`config.mk`:
```
export PLATFORM = sky130hd
export DESIGN_NAME = rtc_alarm_top
export DESIGN_NICKNAME = d
export VERILOG_FILES = /design/src/rtl/rtc_alarm_pkg.sv /design/src/rtl/rtc_alarm_regs.sv /design/src/rtl/rtc_alarm_match.sv /design/src/rtl/rtc_alarm_flags.sv /design/src/rtl/rtc_alarm_top.sv
export SDC_FILE = /design/constraint.sdc
export NUM_CORES = 1
export LEC_CHECK = 0
export ABC_AREA = 1
export ABC_CLOCK_PERIOD_IN_PS = 1340
export BUFFER_PORTS_ARGS = -buffer_cell sky130_fd_sc_hd__buf_4
export CAP_MARGIN = 20
export CORE_ASPECT_RATIO = 0.7
export CORE_MARGIN = 5
export CORE_UTILIZATION = 49
export CTS_CLUSTER_DIAMETER = 60
export DETAILED_ROUTE_END_ITERATION = 10
export PLACE_DENSITY = 0.75
export SYNTH_ARGS = -nofsm -noshare
export SYNTH_HDL_FRONTEND = slang
export SYNTH_HIERARCHICAL = 1
export SYNTH_SLANG_ARGS = --single-unit
```
`constraint.sdc`:
```
create_clock -name clk -period 1.34 [get_ports clk]
set_input_delay 0 -clock clk [delete_from_list [all_inputs] [get_ports clk]]
set_output_delay 0 -clock clk [all_outputs]
set_load 0.01 [all_outputs]
```
`src/rtl/rtc_alarm_pkg.sv`:
```
package rtc_alarm_pkg;
    localparam int unsigned NFIELD   = 5;   // sec, min, hour, date, month
    localparam int unsigned F_DATE   = 3;
    localparam int unsigned RPT_BIT  = 7;
    localparam int unsigned AF_BIT   = 6;
    localparam int unsigned AFE_BIT  = 7;
    localparam int unsigned ABE_BIT  = 6;
    localparam int unsigned ADR_FLAGS = 0;
    localparam int unsigned ADR_CTRL  = 1;
    localparam int unsigned ADR_ALM0  = 2;  // first alarm register (seconds)

    // significant BCD bits per field index
    function automatic int unsigned field_width(input int unsigned idx);
        case (idx)
            0, 1:    return 7;
            2, 3:    return 6;
            default: return 5;
        endcase
    endfunction

    typedef struct packed {
        logic af;
        logic irq;
        logic pend;   // one flags read seen since last event
    } flag_state_t;
endpackage

```
`src/rtl/rtc_alarm_regs.sv`:
```
module rtc_alarm_regs
    import rtc_alarm_pkg::*;
#(
    parameter int unsigned ADDR_W = 4,
    parameter int unsigned DATA_W = 8
) (
    input  logic                          clk,
    input  logic                          rst_n,
    input  logic                          wr_i,
    input  logic [ADDR_W-1:0]             addr_i,
    input  logic [DATA_W-1:0]             wdata_i,
    output logic [NFIELD-1:0][DATA_W-1:0] alm_o,
    output logic                          afe_o,
    output logic                          abe_o
);
    typedef struct packed {
        logic [NFIELD-1:0][DATA_W-1:0] alm;
        logic                          afe;
        logic                          abe;
    } regs_t;

    regs_t regs_d, regs_q;

    always_comb begin
        regs_d = regs_q;
        if (wr_i) begin
            if (addr_i == ADDR_W'(ADR_CTRL)) begin
                regs_d.afe = wdata_i[AFE_BIT];
                regs_d.abe = wdata_i[ABE_BIT];
            end
            for (int i = 0; i < NFIELD; i++) begin
                if (addr_i == ADDR_W'(ADR_ALM0 + i)) regs_d.alm[i] = wdata_i;
            end
        end
    end

    always_ff @(posedge clk or negedge rst_n) begin
        if (!rst_n) regs_q <= '0;
        else        regs_q <= regs_d;
    end

    assign alm_o = regs_q.alm;
    assign afe_o = regs_q.afe;
    assign abe_o = regs_q.abe;
endmodule

```
`src/rtl/rtc_alarm_match.sv`:
```
module rtc_alarm_match
    import rtc_alarm_pkg::*;
#(
    parameter int unsigned DATA_W = 8
) (
    input  logic [NFIELD-1:0][DATA_W-1:0] alm_i,
    input  logic [NFIELD-1:0][DATA_W-1:0] now_i,
    output logic                          match_o,
    output logic                          code_ok_o,
    output logic                          off_o
);
    localparam int unsigned DATE_W = field_width(F_DATE);

    logic [NFIELD-1:0] rpt;
    logic [NFIELD-1:0] eq;
    logic [NFIELD-1:0] care;

    for (genvar g = 0; g < NFIELD; g++) begin : g_fld
        localparam int unsigned W = field_width(g);
        assign rpt[g] = alm_i[g][RPT_BIT];
        assign eq[g]  = (alm_i[g][W-1:0] == now_i[g][W-1:0]);
    end

    // legal codes: a coarser field is masked whenever a finer one is
    assign code_ok_o = ((rpt[NFIELD-2:0] & ~rpt[NFIELD-1:1]) == '0);
    assign care      = code_ok_o ? ~rpt : '0;
    assign match_o   = &(eq | ~care);
    assign off_o     = (alm_i[F_DATE][DATE_W-1:0] == '0) && (rpt[NFIELD-1:1] == '0);
endmodule

```
`src/rtl/rtc_alarm_flags.sv`:
```
module rtc_alarm_flags
    import rtc_alarm_pkg::*;
(
    input  logic clk,
    input  logic rst_n,
    input  logic hit_i,
    input  logic flags_rd_i,
    input  logic afe_i,
    input  logic abe_i,
    input  logic backup_i,
    output logic af_o,
    output logic irq_o
);
    flag_state_t st_d, st_q;

    always_comb begin
        st_d = st_q;
        if (flags_rd_i) begin
            st_d.irq = 1'b0;
            if (st_q.af) begin
                if (st_q.pend) begin
                    st_d.af   = 1'b0;
                    st_d.pend = 1'b0;
                end else begin
                    st_d.pend = 1'b1;
                end
            end
        end
        if (hit_i) begin
            st_d.af   = 1'b1;
            st_d.pend = 1'b0;
            if (afe_i && (!backup_i || abe_i)) st_d.irq = 1'b1;
        end
    end

    always_ff @(posedge clk or negedge rst_n) begin
        if (!rst_n) st_q <= '0;
        else        st_q <= st_d;
    end

    assign af_o  = st_q.af;
    assign irq_o = st_q.irq;

    a_r6_irq_needs_afe: assert property (@(posedge clk) disable iff (!rst_n)
        $rose(st_q.irq) |-> $past(afe_i));
    a_r7_backup_needs_abe: assert property (@(posedge clk) disable iff (!rst_n)
        ($rose(st_q.irq) && $past(backup_i)) |-> $past(abe_i));
    a_r8_read_releases_irq: assert property (@(posedge clk) disable iff (!rst_n)
        (flags_rd_i && !hit_i) |=> !st_q.irq);
    a_r8_af_clears_on_read: assert property (@(posedge clk) disable iff (!rst_n)
        $fell(st_q.af) |-> $past(flags_rd_i));
    a_r8_irq_implies_af: assert property (@(posedge clk) disable iff (!rst_n)
        st_q.irq |-> st_q.af);
endmodule

```
`src/rtl/rtc_alarm_top.sv`:
```
module rtc_alarm_top
    import rtc_alarm_pkg::*;
#(
    parameter int unsigned ADDR_W = 4,
    parameter int unsigned DATA_W = 8
) (
    input  logic              clk,
    input  logic              rst_n,
    input  logic              reg_wr,
    input  logic              reg_rd,
    input  logic [ADDR_W-1:0] reg_addr,
    input  logic [DATA_W-1:0] reg_wdata,
    output logic [DATA_W-1:0] reg_rdata,
    input  logic              sec_tick,
    input  logic [DATA_W-1:0] now_sec,
    input  logic [DATA_W-1:0] now_min,
    input  logic [DATA_W-1:0] now_hour,
    input  logic [DATA_W-1:0] now_date,
    input  logic [DATA_W-1:0] now_month,
    input  logic              backup_mode,
    input  logic              wdog_irq,
    input  logic              ftest_en,
    input  logic              ftest_wave,
    output logic              irq_ft_n
);
    logic [NFIELD-1:0][DATA_W-1:0] alm;
    logic [NFIELD-1:0][DATA_W-1:0] now_v;
    logic afe, abe, match, code_ok, off, hit, flags_rd, af, irq;

    assign now_v    = {now_month, now_date, now_hour, now_min, now_sec};
    assign flags_rd = reg_rd && (reg_addr == ADDR_W'(ADR_FLAGS));
    assign hit      = sec_tick && match && !off;

    rtc_alarm_regs #(.ADDR_W(ADDR_W), .DATA_W(DATA_W)) regs_i (
        .clk(clk), .rst_n(rst_n), .wr_i(reg_wr), .addr_i(reg_addr),
        .wdata_i(reg_wdata), .alm_o(alm), .afe_o(afe), .abe_o(abe)
    );

    rtc_alarm_match #(.DATA_W(DATA_W)) match_i (
        .alm_i(alm), .now_i(now_v), .match_o(match),
        .code_ok_o(code_ok), .off_o(off)
    );

    rtc_alarm_flags flags_i (
        .clk(clk), .rst_n(rst_n), .hit_i(hit), .flags_rd_i(flags_rd),
        .afe_i(afe), .abe_i(abe), .backup_i(backup_mode),
        .af_o(af), .irq_o(irq)
    );

    always_comb begin
        reg_rdata = '0;
        if (reg_addr == ADDR_W'(ADR_FLAGS)) begin
            reg_rdata[AF_BIT] = af;
        end else if (reg_addr == ADDR_W'(ADR_CTRL)) begin
            reg_rdata[AFE_BIT] = afe;
            reg_rdata[ABE_BIT] = abe;
        end else begin
            for (int i = 0; i < NFIELD; i++) begin
                if (reg_addr == ADDR_W'(ADR_ALM0 + i)) reg_rdata = alm[i];
            end
        end
    end

    always_comb begin
        if (irq || wdog_irq) irq_ft_n = 1'b0;
        else if (ftest_en)   irq_ft_n = ftest_wave;
        else                 irq_ft_n = 1'b1;
    end

    a_r2_hit_sets_flag: assert property (@(posedge clk) disable iff (!rst_n)
        hit |=> af);
    a_r4_bad_code_fires: assert property (@(posedge clk) disable iff (!rst_n)
        (sec_tick && !code_ok && !off) |=> af);
    a_r5_off_never_fires: assert property (@(posedge clk) disable iff (!rst_n)
        (off && !af) |=> !$rose(af));
endmodule

```
==> results.py <==
metrics = {
    "grt": {
        "antenna_found_initial": 0,
        "globalRouteMet3Util_pct": 3.943,
        "grt_usage_pct": 25.94,
        "grt_pass1_wl_um": 16550,
        "grt_pass1_vias": 3335,
        "grt_max_degree": 46,
        "use_met1_pct": 37.20,
        "overflow": 0,
        "grt_busiest_layer": "met2",
        "met2_usage_pct": 41.16,
    },
    "power": {
        "power-per-cell-area_nw_per_um2": 1091,
        "vdd.ir_drop.worst_v": 0.0005979,
        "power_w": 0.004840,
        "p_leak_nw": 2.419,
    },
    "critical_path": {
        "worstReg2RegEnd": "flags_i/irq_o",
        "slowest_delay_ns": 0.43,
        "cp.required_ns": 1.55,
        "crit_cells": 13,
        "path_cells": "or2_1, nand2_2, nand2_2, nor2_1, nand2_1, nand3_2, nor2_2, nand2_1, nor2_2, nand2_1, inv_1, nand2_1, nand2_1",
        "reg2reg_from": "regs_i/alm_o[23]",
        "start_kind": "register",
        "critPathKind": "reg -> reg",
        "path_common_cell": "nand2_1",
        "endpoint_kind": "register",
        "cpLargestDelayFamily": "simple AND/OR/NAND/NOR gates",
        "cp_num_buf_inv": 1,
        "critPathMaxFanout": 4,
        "critPathSlowestCell": "dfrtp_1",
        "reg2regPathDepth": 13,
        "reg2reg_slack_ns": -0.21,
        "cp.arrival_ns": 1.76,
    },
    "yosys": {
        "synthesis.area_um2": 3119,
        "synthCells": 468,
        "syn_area_per_cell_um2": 6.665,
        "yosys_warnings": 6,
        "synth_nets": 529,
    },
    "layout": {
        "syn2layout_area_growth_pct": 42.16,
        "mostFrequentLayoutCell": "nand2_1",
        "nets": 647,
        "nFillCells": 501,
        "layout_common_cells": "nand2_1, buf_4, inv_1, dfrtp_1, nor2_1",
        "multi_input_area_um2": 1878,
        "antennaDiodeCount": 0,
        "drive_above_1_share_pct": 31.52,
        "register_area_um2": 1126,
        "fin_util_pct": 71.34,
    },
    "cts": {
        "clockBufferDepth": 2,
        "cts_tree": "yes",
        "clk_latency_ns": 0.31,
        "cts_max_level": 2,
        "numCtsBuffers": 5,
        "root_buffer": "clkbuf_8",
        "clkSinkCount": 45,
        "path_clk_slew_ns": 0.09,
    },
    "placement": {
        "portBuffers": 60,
        "gp_congestion": 0.9594,
        "dp_hpwl_um": 7333,
    },
    "route": {
        "routed_wl_um": 10380,
        "wire_per_inst_um": 15.60,
        "drt_iter0_markers": 321,
        "drc": 0,
        "vias": 3527,
        "antenna_left": 0,
        "via_per_inst": 5.304,
        "dr.pass1.iters": 6,
    },
    "worst_hold_path": {
        "hold_depth": 3,
        "min_to": "regs_i/alm_o[26]",
        "holdCritPathClass": "in -> reg",
        "hold_start": "reg_wdata[2]",
    },
    "outcome": {
        "violations": "setup timing",
        "status": "finished with violations",
    },
    "sta": {
        "setup_viol_count_final": 8,
        "tightest_slew_ns": 0.6061,
        "timing.fmax_mhz": 643.5,
        "fin_ws_ns": -0.2140,
        "slew_viol_final": 0,
        "period_minus_slack_ns": 1.554,
        "finalHoldViolations": 0,
        "fin_crit_sh_pct": 116.0,
        "fin_skew_ns": 0.005469,
        "rsz0062_at_grt": "yes",
        "max-slew-margin-rel_pct": 59.60,
    },
    "floorplanning": {
        "start_util_pct": 50.18,
        "row_count": 24,
        "die_w_um": 105.4,
        "die_y_um": 76.76,
        "core_um2": 6216,
        "die_area_um2": 8087,
        "io_pins": 70,
    },
    "job": {
        "drv_cap": 0,
    },
}
[tightest hold or removal path, cell delays in order]
cell     delay (ns)
buf_4          0.16
nand2_1        0.07
nand2_1        0.05
[area by class of cell]
type                            count  share of cell area, %
Multi-Input combinational cell    346                  42.35
Sequential cell                    45                  25.40
Timing Repair Buffer              122                  22.60
Inverter                           66                  5.587
Tap cell                           78                  2.201
Clock buffer                        6                  1.637
Clock inverter                      2                 0.2257
[metal layers]
layer | share of wire [%] | up-vias | wire, µm
met5 | 0 | - | 0
met1 | 43 | 1621 | 4469
li1 | - | 1708 | -
met3 | 8.9 | 25 | 919
met2 | 46 | 173 | 4792
met4 | 1.9 | 0 | 195
[how the worst max path moves through the flow]
stage                startpoint  slack [ns]              end
6_report       regs_i/alm_o[23]       -0.21    flags_i/irq_o
3_5_place_dp   regs_i/alm_o[23]       -0.16    flags_i/irq_o
3_3_place_gp   regs_i/alm_o[27]       -0.16  flags_i/st_q[0]
5_1_grt        regs_i/alm_o[10]       -0.42    flags_i/irq_o
4_1_cts        regs_i/alm_o[27]       -0.18  flags_i/st_q[0]
2_1_floorplan  regs_i/alm_o[27]       -0.03  flags_i/st_q[0]
[timing repair]
| item | CTS | global route |
|---|---|---|
| pin swaps | 16 | 33 |
| endpoints found under the setup margin | 9 | 11 |
| endpoints found under the hold margin | 59 | 0 |
| hold buffers | 9 | 0 |
| resized for setup | 31 | 34 |
| buffers inserted | 5 | 12 |
[sequential cells by signal, indices dropped and copies added (netlist names)]
| signal | count |
|---|---|
| flags_i/af_o | 1 |
| flags_i/irq_o | 1 |
| flags_i/st_q | 1 |
| regs_i/abe_o | 1 |
| regs_i/afe_o | 1 |
| regs_i/alm_o | 40 |
[stage by stage]
stage	std cells	setup TNS [ns]	setup WS, ns	cell area [µm²]	hold WS [ns]
2_1_floorplan	468	-0.04059	-0.03232	3119	-0.2956
3_3_place_gp	639	-0.3740	-0.1577	3933	0.03466
3_5_place_dp	639	-0.4359	-0.1642	3933	0.04530
4_1_cts	660	-0.5717	-0.1817	4268	0.001442
5_1_grt	665	-1.915	-0.4230	4434	0.01065
6_report	665	-1.073	-0.2140	4434	0.009704
[power by group]
| group | internal (W) | leakage [nW] | switching [W] |
|---|---|---|---|
| Combinational | 0.00103 | 1.82 | 0.00104 |
| Sequential | 0.00167 | 0.556 | 0.000264 |
| Clock | 0.000362 | 0.0450 | 0.000476 |
No activity file was read; power rests on OpenSTA's default activity.
